<file path="config.mk">
export PLATFORM = sky130hd
export DESIGN_NAME = cycle_block_pacer
export DESIGN_NICKNAME = d
export VERILOG_FILES = /design/src/rtl/pacer_pkg.sv /design/src/rtl/pacer_cfg.sv /design/src/rtl/pacer_phase.sv /design/src/rtl/pacer_count.sv /design/src/rtl/cycle_block_pacer.sv
export SDC_FILE = /design/constraint.sdc
export NUM_CORES = 1
export LEC_CHECK = 0
export ABC_AREA = 1
export BUFFER_PORTS_ARGS = -buffer_cell sky130_fd_sc_hd__buf_2
export CAP_MARGIN = 10
export CORE_MARGIN = 5
export CORE_UTILIZATION = 40
export CTS_BUF_LIST = sky130_fd_sc_hd__clkbuf_16
export CTS_CLUSTER_DIAMETER = 150
export DETAILED_ROUTE_END_ITERATION = 16
export PLACE_DENSITY = 0.57
export REMOVE_ABC_BUFFERS = 1
export SETUP_SLACK_MARGIN = 0.5
export SYNTH_ARGS = -nofsm -noshare
export SYNTH_HDL_FRONTEND = slang
export SYNTH_HIERARCHICAL = 1
export SYNTH_SLANG_ARGS = --single-unit
</file>
<file path="constraint.sdc">
create_clock -name clk -period 1.9 [get_ports clk]
set_input_delay 0.38 -clock clk [delete_from_list [all_inputs] [get_ports clk]]
set_output_delay 0.38 -clock clk [all_outputs]
set_load 0.02 [all_outputs]
</file>
<file path="src/rtl/pacer_pkg.sv">
package pacer_pkg;
  localparam int unsigned FS_W = 3;

  typedef enum logic [FS_W-1:0] {
    FS_32K   = 3'd0,
    FS_44K1  = 3'd1,
    FS_48K   = 3'd2,
    FS_88K2  = 3'd3,
    FS_96K   = 3'd4,
    FS_176K4 = 3'd5,
    FS_192K  = 3'd6,
    FS_BAD   = 3'd7
  } fs_code_e;

  typedef struct packed {
    fs_code_e code;
    logic     blocking;
  } pace_cfg_t;

  // true for the fractional (44.1 kHz based) rates
  function automatic logic is_frac_rate(fs_code_e c);
    return c[0] && (c != FS_BAD);
  endfunction
endpackage

</file>
<file path="src/rtl/pacer_cfg.sv">
module pacer_cfg
  import pacer_pkg::*;
(
  input  logic                  clk,
  input  logic                  rst,
  input  logic                  start_i,
  input  logic [FS_W-1:0]       code_i,
  input  logic                  blocking_i,
  output logic                  run_o,
  output pace_cfg_t             cfg_o
);
  always_ff @(posedge clk) begin
    if (rst) begin
      run_o <= 1'b0;
      cfg_o <= '0;
    end else if (start_i) begin
      run_o          <= 1'b1;
      cfg_o.code     <= fs_code_e'(code_i);
      cfg_o.blocking <= blocking_i;
    end
  end


  cfg_hold_chk: assert property (@(posedge clk) disable iff (rst)
    (run_o && !start_i) |=> $stable(cfg_o));
endmodule

</file>
<file path="src/rtl/pacer_phase.sv">
module pacer_phase
  import pacer_pkg::*;
#(
  parameter int unsigned PH_W        = 7,
  parameter int unsigned BASE_PERIOD = 80
) (
  input  logic            clk,
  input  logic            rst,
  input  logic            restart_i,
  input  logic            step_i,
  input  pace_cfg_t       cfg_i,
  output logic [PH_W-1:0] phase_o
);
  localparam logic [PH_W-1:0] BASE_L = PH_W'(BASE_PERIOD);

  logic [PH_W-1:0] lim;
  logic            do_step;

  // period halves for each doubling of the rate
  assign lim     = BASE_L >> cfg_i.code[2:1];
  assign do_step = step_i && is_frac_rate(cfg_i.code) && !cfg_i.blocking;

  always_ff @(posedge clk) begin
    if (rst || restart_i) begin
      phase_o <= '0;
    end else if (do_step) begin
      if (phase_o == lim - 1'b1) phase_o <= '0;
      else                       phase_o <= phase_o + 1'b1;
    end
  end


  phase_range_chk: assert property (@(posedge clk) disable iff (rst)
    !restart_i |=> (phase_o < (BASE_L >> cfg_i.code[2:1])));

  phase_restart_chk: assert property (@(posedge clk) disable iff (rst)
    restart_i |=> (phase_o == '0));
endmodule

</file>
<file path="src/rtl/pacer_count.sv">
module pacer_count
  import pacer_pkg::*;
#(
  parameter int unsigned PH_W  = 7,
  parameter int unsigned CNT_W = 6,
  parameter int unsigned HALF  = 40
) (
  input  pace_cfg_t        cfg_i,
  input  logic [PH_W-1:0]  phase_i,
  input  logic             ts_ok_i,
  output logic [CNT_W-1:0] cnt_o
);
  logic ph0, late, extra44;

  assign ph0     = (phase_i == '0);
  assign late    = (phase_i >= PH_W'(HALF));
  assign extra44 = phase_i[0] ^ (ph0 || late);

  always_comb begin
    cnt_o = '0;
    if (cfg_i.blocking) begin
      if (ts_ok_i) begin
        unique case (cfg_i.code)
          FS_32K, FS_44K1, FS_48K: cnt_o = CNT_W'(8);
          FS_88K2, FS_96K:         cnt_o = CNT_W'(16);
          FS_176K4, FS_192K:       cnt_o = CNT_W'(32);
          default:                 cnt_o = '0;
        endcase
      end
    end else begin
      unique case (cfg_i.code)
        FS_32K:   cnt_o = CNT_W'(4);
        FS_48K:   cnt_o = CNT_W'(6);
        FS_96K:   cnt_o = CNT_W'(12);
        FS_192K:  cnt_o = CNT_W'(24);
        FS_44K1:  cnt_o = CNT_W'(5) + CNT_W'(extra44);
        FS_88K2:  cnt_o = CNT_W'(11) + CNT_W'(ph0);
        FS_176K4: cnt_o = CNT_W'(22) + CNT_W'(ph0);
        default:  cnt_o = '0;
      endcase
    end
  end
endmodule

</file>
<file path="src/rtl/cycle_block_pacer.sv">
module cycle_block_pacer
  import pacer_pkg::*;
#(
  parameter int unsigned CNT_W       = 6,
  parameter int unsigned BASE_PERIOD = 80
) (
  input  logic             clk,
  input  logic             rst,
  input  logic             start_i,
  input  logic [2:0]       fs_code_i,
  input  logic             blocking_i,
  input  logic             adv_i,
  input  logic             ts_ok_i,
  output logic [CNT_W-1:0] blk_cnt_o,
  output logic             cnt_vld_o
);
  localparam int unsigned PH_W = $clog2(BASE_PERIOD + 1);
  localparam int unsigned HALF = BASE_PERIOD / 2;

  logic            run;
  pace_cfg_t       cfg;
  logic [PH_W-1:0] phase;
  logic [CNT_W-1:0] cnt_next;
  logic            take;

  assign take = adv_i && run && !start_i;

  pacer_cfg u_cfg (
    .clk(clk), .rst(rst), .start_i(start_i), .code_i(fs_code_i),
    .blocking_i(blocking_i), .run_o(run), .cfg_o(cfg)
  );

  pacer_phase #(.PH_W(PH_W), .BASE_PERIOD(BASE_PERIOD)) u_phase (
    .clk(clk), .rst(rst), .restart_i(start_i), .step_i(take),
    .cfg_i(cfg), .phase_o(phase)
  );

  pacer_count #(.PH_W(PH_W), .CNT_W(CNT_W), .HALF(HALF)) u_count (
    .cfg_i(cfg), .phase_i(phase), .ts_ok_i(ts_ok_i), .cnt_o(cnt_next)
  );

  always_ff @(posedge clk) begin
    if (rst) begin
      blk_cnt_o <= '0;
      cnt_vld_o <= 1'b0;
    end else begin
      cnt_vld_o <= take;
      if (take) blk_cnt_o <= cnt_next;
    end
  end


  vld_follow_chk: assert property (@(posedge clk) disable iff (rst)
    (adv_i && run && !start_i) |=> cnt_vld_o);

  vld_drop_chk: assert property (@(posedge clk) disable iff (rst)
    (!adv_i || start_i) |=> !cnt_vld_o);

  idle_quiet_chk: assert property (@(posedge clk) disable iff (rst)
    !run |-> !cnt_vld_o);

  noinfo_zero_chk: assert property (@(posedge clk) disable iff (rst)
    (adv_i && run && !start_i && cfg.blocking && !ts_ok_i) |=> (blk_cnt_o == '0));

  bad_code_zero_chk: assert property (@(posedge clk) disable iff (rst)
    (adv_i && run && !start_i && cfg.code == FS_BAD) |=> (blk_cnt_o == '0));

  cnt_bound_chk: assert property (@(posedge clk) disable iff (rst)
    cnt_vld_o |-> (blk_cnt_o <= CNT_W'(32)));
endmodule

</file>
==> impl_metrics.yaml <==
clock_tree:
  h-tree-depth: 1
  clkSinkCount: 19
  clk_pin_slew_ns: 0.06
  clock_latency_ns: 0.25
  cts_made_buffers: 3
  root_buffer: "clkbuf_16"
  cts_buffer_depth: 2
  ctsHoldBuffers: 0
  cts_tree: "yes"
setup_path:
  path_class: "flop to flop"
  critical_path_required_ns: 2.05
  reg2regPathDepth: 9
  worstSetupStartpoint: "u_cfg/cfg_o[2]$_SDFFE_PP0P_"
  reg2reg_to: "u_phase/phase_o[3]$_SDFFE_PP0P_"
  crit_chain: "inv_4 > ha_4 > inv_2 > nand2_2 > nand3_2 > nor2_4 > nand3_4 > nand2_8 > nor2_2"
  worstPathMaxFanout: 5
  slowest_stage: "dfxtp_4"
  slowest_delay_ns: 0.39
  cp-start-kind: "flop"
  rrSetupSlack_ns: 0.53
  regToRegStartpoint: "u_cfg/cfg_o[2]$_SDFFE_PP0P_"
  critPathCaptureType: "flop"
  arrival_ns: 1.52
power:
  peakVddDrop_v: 0.000294
  pwr_density_cell_nw_per_um2: 599
  p_leak_nw: 0.857
synthesis:
  avgSynthCellArea_sq_um: 6.33
  synth_cell_types: 26
  yosys_warnings: 6
  synth_area_sq_um: 1320
  synthTopCellsByArea: "dfxtp_1 29%, nand2_1 15%, nor2_1 11%"
  yosysTopAreaCellShare_pct: 28.9
  yosysTopAreaCell: "dfxtp_1"
  synth_seq_cells: 19
  syn-instance-count: 208
  synth_seq_area_share_pct: 28.9
grt:
  grt_overflow_total: 0
  antenna_found_initial: 0
  grt_pass1_vias: 1110
  grt_usage_pct: 13.7
  grt_max_degree: 14
  grtUsageMet1_pct: 19.2
  grt_use_met3_pct: 3.00
  grt_pass1_wl_um: 4790
  grt_busiest_layer: "met2"
  grt_use_met2_pct: 20.2
finish:
  area_delta_synth_final_pct: 30.1
  post-route-cell-area_sq_um: 1710
  diodes: 0
  fin_nets: 250
  drive_gt1_share_pct: 32.9
flow_run:
  max_cap_viol_count: 0
floorplan:
  io_pins: 16
  fp.dieH_um: 67.4
  placementRows: 20
  dieArea_sq_um: 4540
  die_x_um: 67.4
  core_sq_um: 3100
  start_util_pct: 42.4
routing:
  dr.pass1.iters: 4
  num_vias: 1263
  drt_wl_total_um: 2820
  wl_per_cell_um: 10.2
  drtIter0Drc: 51
  antenna_left: 0
  route.detailed.drc: 0
  via_per_inst: 4.54
placement:
  place_area_sq_um: 1430
  hpwl_um: 2010
  gp_congestion: 0.847
  portBuffers: 15
timing:
  worst_pin_slew_ns: 0.277
  slew_headroom_pct: 81.5
  fin_skew_ns: 0.00223
  fin_tns_setup_ns: 0
  period_needed_ns: 1.37
  period_share_pct: 72.2
  setup_violations: 0
  drv_slew: 0
  max_freq_mhz: 729
  hold_viol: 0
  rsz0062_at_grt: "yes"
min_path:
  whs_path_depth: 2
  hold_start: "rst"
  worstHoldEndpoint: "u_cfg/run_o$_SDFFE_PP0P_"
  min_path_type: "primary input to flop"
outcome:
  outcome: "finished clean"
synth_stat cells, drive strengths merged:
cell    count
nand3       9
nor2       49
nand3b      1
o21ai       5
o32ai       1
inv        36
or2         4
ha          6
nand2      60
and3        1
clkinv      1
xor2        3
nor3        1
a21oi       8
buf         2
dfxtp      19
nand4       2
cell type report:
cell class | count | area, sq um
well taps | 44 | 55.1
inverters | 37 | 141
fillers | 327 | 1390
clock buffers | 3 | 75.1
repair buffers | 24 | 154
clock inverters | 1 | 3.75
flip-flops and latches | 19 | 392
multi-input cells | 150 | 892
through the flow:
| step | hold slack (ns) | instances | total power [W] | utilization (%) | worst slack, ns |
|---|---|---|---|---|---|
| after floorplan | 0.452 | 206 | 0.000528 | - | 0.429 |
| after global placement | 0.500 | 266 | 0.000567 | 46.1 | 0.299 |
| after detailed placement | 0.490 | 266 | 0.000566 | 46.1 | 0.268 |
| after CTS | 0.371 | 273 | 0.00101 | 49.7 | 0.506 |
| after global routing | 0.386 | 278 | 0.00108 | 55.2 | 0.445 |
| final | 0.371 | 278 | 0.00103 | 55.2 | 0.528 |
logic make-up after synthesis:
| family | after synthesis | synth area share (%) |
|---|---|---|
| buffers and inverters | 39 | 12.3 |
| xor gates and xnor gates | 3 | 2.00 |
| AOI/OAI and AO/OA | 14 | 5.61 |
| DFF | 19 | 28.9 |
| and+or+nand+nor | 127 | 45.5 |
| adders and majority gates | 6 | 5.70 |
layout by cell type (no fill, tap or decap), drive strengths merged:
cell type  instances
or2                4
buf               24
nor2              49
a21oi              8
nand4              2
xor2               3
clkbuf             3
inv               37
o32ai              1
o21ai              5
dfxtp             19
clkinv             1
nand3              9
and3               1
nor3               1
nand3b             1
ha                 6
nand2             60
registers in the layout, summed over array words and instances, names as in the netlist:
name             count
blk_cnt_o            6
cnt_vld_o            1
u_cfg/cfg_o          4
u_cfg/run_o          1
u_phase/phase_o      7
power by group:
part           internal (W)  switching (W)  total (W)
Combinational     0.0000648      0.0000963   0.000161
Sequential         0.000412      0.0000165   0.000428
Clock              0.000280       0.000157   0.000437
worst max-delay path, delay by kind of cell (launching register included):
kind          cells  cell delay, ns
buf+inv           2            0.09
flops             1            0.39
fa+ha+maj         1            0.26
simple gates      6            0.51
layer usage:
layer  routed length, um  vias up  part of all wire, %
li1                    -      678                    -
met1                1420      554                   50
met2                1220       26                   43
met3                 142        5                  5.0
met4                  39        0                  1.4
met5                   0        -                    0
worst max-delay path by stage:
stage / end / slack, ns / cells after the start
floorplan: u_phase/phase_o[1]$_SDFFE_PP0P_ / 0.43 / 8
global placement: u_phase/phase_o[1]$_SDFFE_PP0P_ / 0.30 / 8
detailed placement: u_phase/phase_o[3]$_SDFFE_PP0P_ / 0.27 / 9
CTS: u_phase/phase_o[3]$_SDFFE_PP0P_ / 0.51 / 8
global route: u_phase/phase_o[3]$_SDFFE_PP0P_ / 0.45 / 10
finish: u_phase/phase_o[3]$_SDFFE_PP0P_ / 0.53 / 9
repair_timing:
action                     CTS  global route
setup endpoints to repair    8             8
resized for setup            5            36
pin swaps                    3            15
cloned                       0             0
buffers inserted             3             5
Note: power is estimated with default switching activity, not from simulation.
